<file path="src/rtl/mfr_pkg.sv">
// Shared constants and types for the MII frame receiver.
// Assumes 4-bit nibbles; delimiter detection uses the nibble pair below.
package mfr_pkg;

    // Receive assembler states.
    typedef enum logic [1:0] {
        ASM_IDLE = 2'd0,
        ASM_HUNT = 2'd1,
        ASM_DATA = 2'd2
    } asm_state_t;

    // Preamble nibble and high nibble of the start delimiter.
    localparam logic [3:0] PRE_NIB = 4'h5;
    localparam logic [3:0] SFD_HI  = 4'hD;

    // Reflected CRC-32 settings.
    localparam logic [31:0] CRC_POLY_REF = 32'hEDB88320;
    localparam logic [31:0] CRC_RESIDUE  = 32'hDEBB20E3;

endpackage

</file>
<file path="src/rtl/mfr_in_reg.sv">
// Input capture stage: registers the nibble bus and its qualifiers once
// on the PHY receive clock. Assumes inputs are already timed to clk.
module mfr_in_reg #(
    parameter int NIB_W = 4
) (
    input  logic             clk,
    input  logic             rst_n,
    input  logic [NIB_W-1:0] rxd_i,
    input  logic             dv_i,
    input  logic             er_i,
    output logic [NIB_W-1:0] nib_o,
    output logic             dv_o,
    output logic             er_o
);

    // Capture the PHY pins into flops.
    always_ff @(posedge clk) begin
        if (!rst_n) begin
            nib_o <= '0;
            dv_o  <= 1'b0;
            er_o  <= 1'b0;
        end else begin
            nib_o <= rxd_i;
            dv_o  <= dv_i;
            er_o  <= er_i;
        end
    end

endmodule

</file>
<file path="src/rtl/mfr_nibble_asm.sv">
// Nibble assembler: searches for the delimiter nibble pair, then packs
// nibbles low-first into bytes. Signals frame start, byte strobes and frame
// end with a bad flag (odd nibble count or error seen while dv was high).
// Assumes one nibble per clock while dv is high.
module mfr_nibble_asm
    import mfr_pkg::*;
#(
    parameter int NIB_W = 4,
    localparam int BYTE_W = 2 * NIB_W
) (
    input  logic              clk,
    input  logic              rst_n,
    input  logic [NIB_W-1:0]  nib_i,
    input  logic              dv_i,
    input  logic              er_i,
    output logic              f_start_o,
    output logic              b_vld_o,
    output logic [BYTE_W-1:0] b_data_o,
    output logic              f_end_o,
    output logic              f_bad_o
);

    asm_state_t       state;
    logic             last_pre;
    logic             phase;
    logic             err_seen;
    logic [NIB_W-1:0] lo_nib;

    // Delimiter search, nibble pairing and end-of-frame reporting.
    always_ff @(posedge clk) begin
        if (!rst_n) begin
            state     <= ASM_IDLE;
            last_pre  <= 1'b0;
            phase     <= 1'b0;
            err_seen  <= 1'b0;
            lo_nib    <= '0;
            f_start_o <= 1'b0;
            b_vld_o   <= 1'b0;
            b_data_o  <= '0;
            f_end_o   <= 1'b0;
            f_bad_o   <= 1'b0;
        end else begin
            f_start_o <= 1'b0;
            b_vld_o   <= 1'b0;
            f_end_o   <= 1'b0;
            f_bad_o   <= 1'b0;
            if (!dv_i) begin
                if (state == ASM_DATA) begin
                    f_end_o <= 1'b1;
                    f_bad_o <= phase | err_seen;
                end
                state    <= ASM_IDLE;
                last_pre <= 1'b0;
                phase    <= 1'b0;
                err_seen <= 1'b0;
            end else begin
                err_seen <= err_seen | er_i;
                case (state)
                    ASM_IDLE, ASM_HUNT: begin
                        if (last_pre && nib_i == NIB_W'(SFD_HI)) begin
                            state     <= ASM_DATA;
                            phase     <= 1'b0;
                            f_start_o <= 1'b1;
                        end else begin
                            state <= ASM_HUNT;
                        end
                        last_pre <= (nib_i == NIB_W'(PRE_NIB));
                    end
                    default: begin
                        if (!phase) begin
                            lo_nib <= nib_i;
                            phase  <= 1'b1;
                        end else begin
                            b_vld_o  <= 1'b1;
                            b_data_o <= {nib_i, lo_nib};
                            phase    <= 1'b0;
                        end
                    end
                endcase
            end
        end
    end


    byte_spacing_chk: assert property (@(posedge clk) disable iff (!rst_n)
        b_vld_o |=> !b_vld_o);


    start_then_gap_chk: assert property (@(posedge clk) disable iff (!rst_n)
        f_start_o |=> !b_vld_o);


    end_single_chk: assert property (@(posedge clk) disable iff (!rst_n)
        f_end_o |=> !f_end_o);

endmodule

</file>
<file path="src/rtl/mfr_crc_chk.sv">
// Running reflected CRC over received bytes. It is seeded on frame start
// and flags a match when the register holds the good-frame residue.
// Assumes bytes arrive no faster than one per clock.
module mfr_crc_chk #(
    parameter int                BYTE_W  = 8,
    parameter int                CRC_W   = 32,
    parameter logic [CRC_W-1:0]  POLY    = mfr_pkg::CRC_POLY_REF,
    parameter logic [CRC_W-1:0]  RESIDUE = mfr_pkg::CRC_RESIDUE
) (
    input  logic              clk,
    input  logic              rst_n,
    input  logic              f_start_i,
    input  logic              b_vld_i,
    input  logic [BYTE_W-1:0] b_data_i,
    output logic              crc_ok_o
);

    logic [CRC_W-1:0] crc_q;

    // Advance the CRC by one byte, LSB first.
    function automatic logic [CRC_W-1:0] crc_step(input logic [CRC_W-1:0] c,
                                                  input logic [BYTE_W-1:0] d);
        logic [CRC_W-1:0] r;
        r = c ^ {{(CRC_W-BYTE_W){1'b0}}, d};
        for (int i = 0; i < BYTE_W; i++) begin
            r = r[0] ? ((r >> 1) ^ POLY) : (r >> 1);
        end
        return r;
    endfunction

    // Seed on frame start, otherwise fold in each byte.
    always_ff @(posedge clk) begin
        if (!rst_n) begin
            crc_q <= '1;
        end else if (f_start_i) begin
            crc_q <= '1;
        end else if (b_vld_i) begin
            crc_q <= crc_step(crc_q, b_data_i);
        end
    end

    assign crc_ok_o = (crc_q == RESIDUE);

endmodule

</file>
<file path="src/rtl/mfr_holdback.sv">
// Holdback and stream output: a HOLD-byte delay line keeps the check
// sequence off the stream, and one pending register holds the newest
// releasable byte until it is known whether it is the last one. Emits the
// verdict on tuser at tlast and as error pulses. Assumes no backpressure.
module mfr_holdback #(
    parameter int BYTE_W = 8,
    parameter int HOLD   = 4,
    localparam int FILL_W = $clog2(HOLD + 1)
) (
    input  logic              clk,
    input  logic              rst_n,
    input  logic              f_start_i,
    input  logic              b_vld_i,
    input  logic [BYTE_W-1:0] b_data_i,
    input  logic              f_end_i,
    input  logic              f_bad_i,
    input  logic              crc_ok_i,
    output logic [BYTE_W-1:0] m_tdata_o,
    output logic              m_tvalid_o,
    output logic              m_tlast_o,
    output logic              m_tuser_o,
    output logic              bad_frame_o,
    output logic              bad_fcs_o
);

    logic [BYTE_W-1:0] dly [HOLD];
    logic [FILL_W-1:0] fill;
    logic              pend_vld;
    logic [BYTE_W-1:0] pend_data;
    logic              full;
    logic              bad_now;

    assign full    = (fill == FILL_W'(HOLD));
    assign bad_now = f_bad_i | ~crc_ok_i | ~pend_vld;

    // Delay line stages, shifted on each received byte.
    for (genvar g = 0; g < HOLD; g++) begin : g_stage
        if (g == 0) begin : g_head
            // Head stage takes the incoming byte.
            always_ff @(posedge clk) begin
                if (!rst_n)       dly[g] <= '0;
                else if (b_vld_i) dly[g] <= b_data_i;
            end
        end else begin : g_body
            // Later stages take the previous stage.
            always_ff @(posedge clk) begin
                if (!rst_n)       dly[g] <= '0;
                else if (b_vld_i) dly[g] <= dly[g-1];
            end
        end
    end

    // Fill tracking, pending byte and beat/verdict generation.
    always_ff @(posedge clk) begin
        if (!rst_n) begin
            fill        <= '0;
            pend_vld    <= 1'b0;
            pend_data   <= '0;
            m_tdata_o   <= '0;
            m_tvalid_o  <= 1'b0;
            m_tlast_o   <= 1'b0;
            m_tuser_o   <= 1'b0;
            bad_frame_o <= 1'b0;
            bad_fcs_o   <= 1'b0;
        end else begin
            m_tvalid_o  <= 1'b0;
            m_tlast_o   <= 1'b0;
            m_tuser_o   <= 1'b0;
            bad_frame_o <= 1'b0;
            bad_fcs_o   <= 1'b0;
            if (f_start_i) begin
                fill     <= '0;
                pend_vld <= 1'b0;
            end else if (b_vld_i) begin
                if (full) begin
                    pend_data <= dly[HOLD-1];
                    pend_vld  <= 1'b1;
                    if (pend_vld) begin
                        m_tvalid_o <= 1'b1;
                        m_tdata_o  <= pend_data;
                    end
                end else begin
                    fill <= fill + 1'b1;
                end
            end else if (f_end_i) begin
                bad_frame_o <= bad_now;
                bad_fcs_o   <= ~crc_ok_i;
                if (pend_vld) begin
                    m_tvalid_o <= 1'b1;
                    m_tdata_o  <= pend_data;
                    m_tlast_o  <= 1'b1;
                    m_tuser_o  <= bad_now;
                end
                pend_vld <= 1'b0;
                fill     <= '0;
            end
        end
    end


    fill_bound_chk: assert property (@(posedge clk) disable iff (!rst_n)
        fill <= FILL_W'(HOLD));


    user_on_last_chk: assert property (@(posedge clk) disable iff (!rst_n)
        m_tuser_o |-> (m_tvalid_o && m_tlast_o));


    fcs_implies_bad_chk: assert property (@(posedge clk) disable iff (!rst_n)
        bad_fcs_o |-> bad_frame_o);


    pulse_width_chk: assert property (@(posedge clk) disable iff (!rst_n)
        bad_frame_o |=> !bad_frame_o);


    verdict_on_last_chk: assert property (@(posedge clk) disable iff (!rst_n)
        (m_tvalid_o && m_tlast_o) |-> (m_tuser_o == bad_frame_o));

endmodule

</file>
<file path="src/rtl/mii_frame_rx.sv">
// MII frame receiver top: input capture, nibble assembler, CRC checker and
// holdback/output stage in a three-register pipeline. Assumes one nibble
// per PHY clock and a consumer that never stalls.
module mii_frame_rx #(
    parameter int NIB_W     = 4,
    parameter int FCS_BYTES = 4,
    parameter int CRC_W     = 32,
    localparam int BYTE_W   = 2 * NIB_W
) (
    input  logic              clk,
    input  logic              rst_n,
    input  logic [NIB_W-1:0]  mii_rxd,
    input  logic              mii_rx_dv,
    input  logic              mii_rx_er,
    output logic [BYTE_W-1:0] m_axis_tdata,
    output logic              m_axis_tvalid,
    output logic              m_axis_tlast,
    output logic              m_axis_tuser,
    output logic              err_bad_frame,
    output logic              err_bad_fcs
);

    logic [NIB_W-1:0]  nib_q;
    logic              dv_q;
    logic              er_q;
    logic              f_start;
    logic              b_vld;
    logic [BYTE_W-1:0] b_data;
    logic              f_end;
    logic              f_bad;
    logic              crc_ok;

    mfr_in_reg #(.NIB_W(NIB_W)) u_in (
        .clk   (clk),
        .rst_n (rst_n),
        .rxd_i (mii_rxd),
        .dv_i  (mii_rx_dv),
        .er_i  (mii_rx_er),
        .nib_o (nib_q),
        .dv_o  (dv_q),
        .er_o  (er_q)
    );

    mfr_nibble_asm #(.NIB_W(NIB_W)) u_asm (
        .clk       (clk),
        .rst_n     (rst_n),
        .nib_i     (nib_q),
        .dv_i      (dv_q),
        .er_i      (er_q),
        .f_start_o (f_start),
        .b_vld_o   (b_vld),
        .b_data_o  (b_data),
        .f_end_o   (f_end),
        .f_bad_o   (f_bad)
    );

    mfr_crc_chk #(.BYTE_W(BYTE_W), .CRC_W(CRC_W)) u_crc (
        .clk       (clk),
        .rst_n     (rst_n),
        .f_start_i (f_start),
        .b_vld_i   (b_vld),
        .b_data_i  (b_data),
        .crc_ok_o  (crc_ok)
    );

    mfr_holdback #(.BYTE_W(BYTE_W), .HOLD(FCS_BYTES)) u_hold (
        .clk         (clk),
        .rst_n       (rst_n),
        .f_start_i   (f_start),
        .b_vld_i     (b_vld),
        .b_data_i    (b_data),
        .f_end_i     (f_end),
        .f_bad_i     (f_bad),
        .crc_ok_i    (crc_ok),
        .m_tdata_o   (m_axis_tdata),
        .m_tvalid_o  (m_axis_tvalid),
        .m_tlast_o   (m_axis_tlast),
        .m_tuser_o   (m_axis_tuser),
        .bad_frame_o (err_bad_frame),
        .bad_fcs_o   (err_bad_fcs)
    );

endmodule

</file>
<file path="config.mk">
export PLATFORM = sky130hd
export DESIGN_NAME = mii_frame_rx
export DESIGN_NICKNAME = d
export VERILOG_FILES = /design/src/rtl/mfr_pkg.sv /design/src/rtl/mfr_in_reg.sv /design/src/rtl/mfr_nibble_asm.sv /design/src/rtl/mfr_crc_chk.sv /design/src/rtl/mfr_holdback.sv /design/src/rtl/mii_frame_rx.sv
export SDC_FILE = /design/constraint.sdc
export NUM_CORES = 1
export LEC_CHECK = 0
export BUFFER_PORTS_ARGS = -buffer_cell sky130_fd_sc_hd__buf_4
export CAP_MARGIN = 15
export CORE_UTILIZATION = 60
export CTS_BUF_LIST = sky130_fd_sc_hd__clkbuf_4 sky130_fd_sc_hd__clkbuf_8
export DETAILED_ROUTE_END_ITERATION = 10
export PLACE_DENSITY = 0.78
export SETUP_SLACK_MARGIN = 0.05
export SLEW_MARGIN = 20
export SYNTH_ARGS = -nofsm -noshare
export SYNTH_HDL_FRONTEND = slang
export SYNTH_SLANG_ARGS = --single-unit
</file>
<file path="constraint.sdc">
create_clock -name clk -period 2.5 [get_ports clk]
set_input_delay 0.125 -clock clk [delete_from_list [all_inputs] [get_ports clk]]
set_output_delay 0.125 -clock clk [all_outputs]
set_load 0.01 [all_outputs]
</file>
Word level (Yosys, flattened, before mapping)

Memory sizes are Yosys's and may differ from the RTL's. A register that Yosys moved wholly into a read port is not among the register bits.
Cells that the tools add are included.

Input bits: 8
RAM bits: 32
Word-level logic and storage cells: 116
Flip-flop bits (word level): 76
Memories kept: 1
Output and inout bits: 13

Bitwise gates (word level): 26
$add $sub $neg: 1
Reductions and logical operators: 20
Eq/ne operators: 9
Multiplexer cells: 37

Memory list:

| name       | depth | bits a word | rd ports | clocked after Yosys merged registers in | write ports | line               | text |
|---|---|---|---|---|---|---|---|
| u_hold.dly | 4     | 8           | 4        | 1                                       | 4           | mfr_holdback.sv:26 | `logic [BYTE_W-1:0] dly [HOLD];` |

Operators by type and width:

| operator                                             | count |
|---|---|
| 2-to-1 mux 32 bit                                    | 8 |
| inverter 13 -> 14 bit                                | 8 |
| 2-to-1 mux 8 bit                                     | 8 |
| equality test 32 bit (second input constant)         | 1 |
| XOR 32 x 8 -> 32 bit                                 | 1 |
| 2-to-1 mux 1 bit                                     | 17 |
| AND reduction 3 bit                                  | 5 |
| 2-to-1 mux 3 bit                                     | 3 |
| inverter 1 bit                                       | 9 |
| bitwise OR 1 bit                                     | 8 |
| OR reduction 4 bit                                   | 2 |
| AND reduction 2 bit                                  | 3 |
| OR reduction 2 bit                                   | 3 |
| OR reduction 3 bit                                   | 2 |
| OR reduction 5 bit                                   | 1 |
| equality test 4 x 3 -> 1 bit (second input constant) | 1 |
| equality test 4 bit (second input constant)          | 1 |
| != test 2 x 1 -> 1 bit (second input constant)       | 2 |
| adder 3 x 1 -> 3 bit (second input constant)         | 1 |
| equality test 3 bit (second input constant)          | 1 |
| equality test 2 x 1 -> 1 bit (second input constant) | 1 |
| equality test 2 bit (second input constant)          | 1 |
| zero test 2 bit                                      | 1 |
| 2-to-1 mux 2 bit                                     | 1 |
| other kinds (4)                                      | 4 |

Depth between registers and ports, before layout

Gate-level depths: netlist of run 1.

Word-level depth: 17
Depth in mapped cells: 7
Mapped depth without buffers: 7

By module

From an unflattened synthesis of run 1, not the netlist that was laid out.

Cell total of the unflattened synthesis: 486
Area, all modules: 5,165.0 µm²

By module, submodules not included:

| module         | cells an instance | sequential area each (µm²) | area each (µm²) | instances |
|---|---|---|---|---|
| mfr_holdback   | 189               | 1,461.4                    | 2,227.1         | 1 |
| mfr_crc_chk    | 210               | 640.6                      | 1,981.9         | 1 |
| mfr_nibble_asm | 75                | 420.4                      | 798.3           | 1 |
| mfr_in_reg     | 12                | 120.1                      | 157.7           | 1 |

Worst setup path after synthesis of run 1

No wires, ideal clock.

Path type: reg2reg
From: register u_asm.b_vld_o
To: memory u_hold.dly[0][0] (enable)
Data arrival time: 1.303 ns
Stages on the path, launching flop included: 4
Path slack: 0.719 ns
Period minus slack after synthesis: 1.781 ns
Setup time: 0.478 ns
Data required time: 2.022 ns
Cells stage by stage: dfxtp_1 -> inv_1 -> clkbuf_1 -> nand2_1

RTL lines:

| element                | line                 | text |
|---|---|---|
| start, declared        | mfr_nibble_asm.sv:17 | `output logic b_vld_o,` |
| start signal, assigned | mfr_nibble_asm.sv:38 | `b_vld_o <= 1'b0;` |
| start signal, assigned | mfr_nibble_asm.sv:44 | `b_vld_o <= 1'b0;` |
| start signal, assigned | mfr_nibble_asm.sv:74 | `b_vld_o <= 1'b1;` |
| end, declared          | mfr_holdback.sv:26   |  |

Final worst setup path of run 1

From: register u_asm.b_data_o[1]
To: register u_crc.crc_q[24]

Word-level cells in the longest chain between the ends: 13

Ends and longest elaborated chain:

| element                                | line                 | text |
|---|---|---|
| start, declared                        | mfr_nibble_asm.sv:18 | `output logic [BYTE_W-1:0] b_data_o,` |
| start signal, assigned                 | mfr_nibble_asm.sv:75 | `b_data_o <= {nib_i, lo_nib};` |
| XOR 32 x 8 -> 32 bit (*)               | mfr_crc_chk.sv:24    | `r = c ^ {{(CRC_W-BYTE_W){1'b0}}, d};` |
| 2-to-1 mux 32 bit (*) (2 in a row)     | mfr_crc_chk.sv:26    | `r = r[0] ? ((r >> 1) ^ POLY) : (r >> 1);` |
| inverter 13 -> 14 bit (no source line) | -                    |  |
| 2-to-1 mux 32 bit (*) (2 in a row)     | mfr_crc_chk.sv:26    |  |
| inverter 13 -> 14 bit (no source line) | -                    |  |
| 2-to-1 mux 32 bit (*)                  | mfr_crc_chk.sv:26    |  |
| inverter 13 -> 14 bit (no source line) | -                    |  |
| 2-to-1 mux 32 bit (*) (2 in a row)     | mfr_crc_chk.sv:26    |  |
| inverter 13 -> 14 bit (no source line) | -                    |  |
| 2-to-1 mux 32 bit (*)                  | mfr_crc_chk.sv:26    |  |
| end signal, assigned                   | mfr_crc_chk.sv:38    | `crc_q <= crc_step(crc_q, b_data_i);` |
| end, declared                          | mfr_crc_chk.sv:18    | `logic [CRC_W-1:0] crc_q;` |

Every way passes the cells marked *; elsewhere a longest branch is shown, timed or not.
A chain may end at the register's enable or synchronous reset.

==> summary.txt, run 1 <==
Logic synthesis
  • Post-Syn Nets: ~490
  • Prevailing post-synth register cell: dfxtp_1
  • Most common cell in the synthesized netlist: dfxtp_1
  • Synth top area share: around a third
  • Synthesized flop and latch total: ~120
  • Post-synth ARST share: 0%
  • Mean Syn Cell Area: roughly 11 sq um
  • Sequential area share after synthesis: between 50% and 60%
  • Leading area contributor after synthesis: dfxtp_1
  • Yosys cell types: 49
  • Cell count after synthesis: between 400 and 500
  • Area of the mapped netlist: ~0.0051 sq mm
  • EDFF count, synth: 32
  • Number of synthesis warnings: 0
  • Synth cell count leaders: dfxtp_1 (84), nand2_1 (50), xnor2_1 (41)
  • Synth top area cells: dfxtp_1 (33%), edfxtp_1 (19%), xnor2_1 (7.1%)

Clock tree
  • Clk root buf: clkbuf_8
  • Postcts setup bufs: 0
  • Clk_lat worst skew: approximately 420 ps
  • Clock sinks: 116
  • H-tree Lvls: 4
  • CTS buffer count: 17
  • CTS tree: built
  • Clock-pin slew on the worst setup and hold paths: 70 ps
  • Max clock buf depth: 2

GRT
  • Vias in the first global route: 3241
  • First-pass GRT wire length: 15600 um
  • Largest net degree at the start of global routing: 44
  • Initial antenna violation count: 0
  • Total GRT Usage: approximately a quarter
  • Congestion Overflow GR: 0

Route
  • Via density: 5.45
  • First-pass DRT Iterations: 4
  • # DRC: 0
  • Antenna-violating nets left: 0
  • Total number of vias: 3405
  • DRT Wirelength: about 9400 um
  • Per-cell routed wire length: 15.1 um
  • Drt first-iter violations: 153

Worst hold path
  • HP Class: in2reg

Placement
  • Post-DP HPWL: about 6000 um
  • Placer congestion estimate: 0.885
  • Placed Area: between 0.005 and 0.006 sq mm
  • Number of port buffers: 20

Layout
  • Diode count: 0
  • P&R area growth vs syn: 15.0%
  • Layout net count: 517
  • Fillers: roughly 600
  • Layout cell share with drive strength beyond 1: ~15%
  • Final Instance Area: between 0.005 and 0.006 sq mm

STA
  • Final period utilization: 77.1%
  • RSZ-0062 raised after global routing: false
  • # setup viols final: 0
  • Final Hold Slack: between 90 and 100 ps
  • Total negative setup slack: 0 ps
  • Final hold violation count: 0
  • Relative slew slack: 59.6%
  • Clock Skews: 9.49 ps
  • Worst slew pin tran: between 600 and 700 ps
  • Upper clock frequency limit: between 0.5 and 0.6 GHz
  • Crit path time final: roughly 1900 ps
  • Final Max Slew Viols: 0

Critical path
  • R2R setup slack: 570 ps
  • Crit end category: flop
  • Crit-path max FO: 5
  • Arrival @ worst endpoint: ~2200 ps
  • CP Launch Type: flop
  • Critical Path RT: around 2800 ps
  • WS Path Type: reg2reg

Power
  • P_leak: 2.32 nW
  • Switching pwr: roughly 0.0008 W
  • Sequential power share: 48.9%
  • Clock power share: 49.4%
  • P_int: approximately 0.0032 W
  • PwrDens: roughly 680 mW/mm^2
  • Overall power: 0.00400 W
  • Switching Fraction: 20.0%
  • Worst vdd ir: 0.308 mV
  • Combinational fraction of design power: ~1.7%

Floorplan
  • Die X: 94.0 um
  • Overall die area: ~0.0088 sq mm
  • Core area: 0.00822 sq mm
  • IO Pins: 21
  • Initial Util: ~60%
  • Die Ht: 94.0 um
  • Row count: 33

Run status
  • Outcome: finished clean

Job
  • Max Cap Viol: 0
-- path summary, 6_finish.rpt --
kind,start,end,depth (start not counted)
hold reg to reg,u_in.er_o,u_asm.err_seen,2
hold / removal,rst_n,u_hold.pend_data[2],2
setup / recovery,u_asm.b_data_o[1],u_crc.crc_q[24],5
setup reg to reg,u_asm.b_data_o[1],u_crc.crc_q[24],5
-- worst max-delay path: stages, from the launching register on --
cell and delay, ps:
dfxtp_1 350, xnor2_1 520, xnor2_2 270, xor3_1 500, nor2_1 90, o21ai_0 70
-- through the flow --
step | utilization [%] | cells | setup slack (ps)
final | 71.2 | 625 | 574
after global routing | 71.2 | 625 | 437
after CTS | 71.2 | 625 | 563
after detailed placement | 64.8 | 587 | 603
after global placement | 64.8 | 587 | 680
after floorplan | - | 481 | 719
-- power by group through the flow --
stage | Sequential (W) | Combinational [W] | Clock [W]
after floorplan | 0.00200 | 0.0000406 | 0
after global placement | 0.00200 | 0.0000595 | 0
after detailed placement | 0.00200 | 0.0000600 | 0
after CTS | 0.00196 | 0.0000674 | 0.00201
after global routing | 0.00196 | 0.0000741 | 0.00211
final | 0.00196 | 0.0000682 | 0.00197
-- registers in the layout, indices dropped and copies added, names as in the netlist, 2 cells and up --
register / cells
u_asm.lo_nib: 4
u_hold.dly: 32
u_crc.crc_q: 32
u_hold.m_tdata_o: 8
u_hold.pend_data: 8
u_asm.state: 2
u_asm.b_data_o: 8
u_in.nib_o: 4
u_hold.fill: 3
-- cells in the final DEF, fill, tap and decap left out, types with 2 or more instances in the layout --
cell,instances
dfxtp_1,83
nand2_1,50
xnor2_1,41
nor2_1,36
and3_1,34
edfxtp_1,32
buf_4,29
o21ai_0,25
clkbuf_8,18
a21boi_0,17
nor2b_1,16
mux2i_1,14
xor2_1,13
xnor2_2,10
a21oi_1,10
nor3_1,10
and2_1,9
a31oi_1,7
inv_1,6
dlygate4sd3_1,6
bufinv_16,5
xnor2_4,2
nand2b_1,2
and3b_1,2
nand3_1,2
xor3_1,2
xnor3_1,2
nand4b_1,2
nor4_1,2
nor4b_1,2
nand4_1,2
ha_1,2
clkinvlp_4,2
clkinv_1,2
inv_6,2
-- kinds of logic (layout without fill, tap and decap cells) --
family	after synthesis	after routing	share of synthesized area, %
xor gates and xnor gates	72	72	16.3
muxes	14	14	2.76
buffers and inverters	34	73	2.61
and+or+nand+nor	176	176	17.7
adders and majority gates	2	2	0.492
AOI/OAI and AO/OA	67	67	8.15
DFF	116	116	52.0
-- layout make-up --
class	count	area [sq um]	area share [%]
flip-flops and latches	116	2640	45.2
well taps	105	131	2.25
clock inverters	13	204	3.49
inverters	6	22.5	0.385
clock buffers	19	255	4.37
multi-input cells	331	2310	39.5
repair buffers	35	278	4.75
-- timing repair --
| action | CTS | global route |
|---|---|---|
| endpoints found under the hold margin | 6 | 0 |
| hold buffers | 6 | 0 |
| gates resized for setup | 0 | 0 |
-- per-layer routing --
layer	vias up	share of wire, %	global-route usage, %
li1	1692	-	-
met1	1632	47	30.8
met2	68	48	37.8
met3	13	3.5	6.15
met4	0	1.1	7.31
met5	-	0	0
Power figures use the tool's default switching activity.
==> run 2: changes to the inputs <==
--- a/config.mk
+++ b/config.mk
@@ -7,10 +7,10 @@
 export LEC_CHECK = 0
 export BUFFER_PORTS_ARGS = -buffer_cell sky130_fd_sc_hd__buf_4
 export CAP_MARGIN = 15
-export CORE_UTILIZATION = 60
+export CORE_UTILIZATION = 57
 export CTS_BUF_LIST = sky130_fd_sc_hd__clkbuf_4 sky130_fd_sc_hd__clkbuf_8
 export DETAILED_ROUTE_END_ITERATION = 10
-export PLACE_DENSITY = 0.78
+export PLACE_DENSITY = 0.77
 export SETUP_SLACK_MARGIN = 0.05
 export SLEW_MARGIN = 20
 export SYNTH_ARGS = -nofsm -noshare
==> constraint.sdc (replaced) <==
create_clock -name clk -period 1.63 [get_ports clk]
set_input_delay 0.0815 -clock clk [delete_from_list [all_inputs] [get_ports clk]]
set_output_delay 0.0815 -clock clk [all_outputs]
set_load 0.01 [all_outputs]
==> summary.txt, run 2 (synthesis gave the netlist of run 1 again) <==
Run status
  • Outcome: finished, violations left
  • Failing checks: negative setup slack

STA
  • Worst slew pin tran: ~560 ps
  • Upper clock frequency limit: ~0.58 GHz
  • Clock Skews: between 10 and 15 ps
  • Crit path time final: around 1700 ps
  • Final period utilization: 106%
  • RSZ-0062 raised after global routing: true
  • Worst setup margin: -93.2 ps
  • Relative slew slack: slightly above 60%
  • # setup viols final: 9
  • Final hold violation count: 0
  • Final Max Slew Viols: 0

Worst hold path
  • Hold Path Depth: 2
  • Min-delay src: rst_n
  • HP Class: in2reg

Layout
  • P&R area growth vs syn: 29.8%
  • Post-Layout Cell Count: 679
  • Biggest regs: u_crc.crc_q x32, u_hold.dly x32
  • Layout net count: 568
  • Layout cell share with drive strength beyond 1: 29.9%
  • Final Instance Area: between 0.006 and 0.007 sq mm
  • Most common cell after layout, fill and taps aside: dfxtp_1
  • Most frequent cells in the layout: dfxtp_1 (66), buf_4 (64), nand2_1 (49)
  • Diode count: 0

Critical path
  • R2R Path Start: u_crc.crc_q[1]
  • Crit path cell chain: xnor2_4, buf_12, xnor2_4, xor3_1, nor2_1, o21ai_1
  • Reg2Reg Depth: 6
  • CP max stage cell: xor3_1
  • Critical Path RT: between 1500 and 2000 ps
  • Crit end category: flop
  • Arrival @ worst endpoint: between 2000 and 2500 ps
  • Worst setup startpoint: u_crc.crc_q[1]
  • Crit-path max FO: 4
  • WS Path Type: reg2reg
  • CP max stage delay: roughly 450 ps
  • CP Launch Type: flop
  • Cell mode on critical path: xnor2_4

Route
  • # DRC: 0
  • Per-cell routed wire length: around 17 um
  • First-pass DRT Iterations: 5
  • Total number of vias: about 3700
  • Via density: roughly 5.5
  • Drt first-iter violations: 213
  • DRT Wirelength: about 12000 um
  • Antenna-violating nets left: 0

Floorplan
  • Initial Util: approximately three fifths
  • Core area: between 0.008 and 0.009 sq mm
  • IO Pins: 21
  • Overall die area: 0.00930 sq mm
  • Die Ht: slightly below 100 um
  • Die X: 96.4 um
  • Row count: 34

GRT
  • First-pass GRT wire length: 17000 um
  • Congestion Overflow GR: 0
  • Largest net degree at the start of global routing: 73
  • Vias in the first global route: between 3000 and 4000
  • Initial antenna violation count: 0
  • Total GRT Usage: ~25%

Placement
  • Placer congestion estimate: slightly below 0.9
  • DP Worst Slack: -71.5 ps
  • Post-DP HPWL: about 6700 um
  • Placed cells: 617
  • Placed Area: between 0.005 and 0.006 sq mm
  • Number of port buffers: 20

Clock tree
  • CTS buffer count: 17
  • Clock-pin slew on the worst setup and hold paths: around 80 ps
  • H-tree Lvls: 4
  • CTS tree: built
  • Clk_lat worst skew: around 430 ps
  • Clock sinks: 116
  • Max clock buf depth: 2
  • Clk root buf: clkbuf_8

Power
  • Worst vdd ir: roughly 0.56 mV
  • P_leak: 2.67 nW
  • PwrDens: approximately 900 mW/mm^2

Job
  • Max Cap Viol: 0
run 2: changes by cell type in the layout (fill, tap and decap cells not counted), moves of 9 or more:
cell and delta:
buf_6 +10, buf_4 +35, dfxtp_1 -17, dfxtp_4 +9, xnor2_1 -10
run 2: per-stage QoR:
step,total power [W],util [%],setup TNS [ps],hold slack [ps]
detailed placement,0.00316,65.2,-564,293
floorplan,0.00312,-,0,209
global route,0.00614,76.0,-1300,55.3
global placement,0.00316,65.2,-126,289
finish,0.00595,76.0,-478,61.9
CTS,0.00597,73.3,-165,42.6
run 2: final timing paths:
check / end / slack, ps
hold / removal: u_hold.pend_data[4] / 60
setup reg to reg: u_crc.crc_q[24] / -90
hold reg to reg: u_asm.err_seen / 460
setup / recovery: u_crc.crc_q[24] / -90
run 2: area by class of cell:
| class | instances | area (sq um) |
|---|---|---|
| clock buffers | 17 | 234 |
| clock inverters | 15 | 198 |
| fillers | 527 | 2080 |
| inverters | 6 | 22.5 |
| multi-input cells | 331 | 2540 |
| flip-flops and latches | 116 | 2690 |
| well taps | 108 | 135 |
| repair buffers | 86 | 773 |
run 2: repair_timing:
action | 4_1_cts | 5_1_grt
resized for setup | 31 | 35
hold buffers | 6 | 0
setup endpoints to repair | 21 | 40
gates cloned | 0 | 1
setup buffers | 10 | 13
hold endpoints to repair | 6 | 0
pin swaps | 21 | 22
run 2: critical path, delay by kind of cell (launching register included):
kind / cells / cell delay (ps)
AOI/OAI and AO/OA: 1 / 80
xor gates and xnor gates: 3 / 860
buffers and inverters: 1 / 150
DFF: 1 / 390
and+or+nand+nor: 1 / 140
run 2: where the power goes:
| group | leakage, nW | total [W] | switching [W] | internal [W] |
|---|---|---|---|---|
| logic | 1.44 | 0.000112 | 0.0000636 | 0.0000481 |
| clock network | 0.211 | 0.00285 | 0.00130 | 0.00156 |
| registers | 1.01 | 0.00299 | 0.0000138 | 0.00297 |
run 2: routing by layer:
layer | wire length [um] | global-route usage (%) | share of wire [%]
met3 | 558 | 6.89 | 4.8
met2 | 5790 | 40.4 | 50
met1 | 4890 | 31.6 | 42
met5 | 0 | 0 | 0
met4 | 350 | 13.7 | 3.0
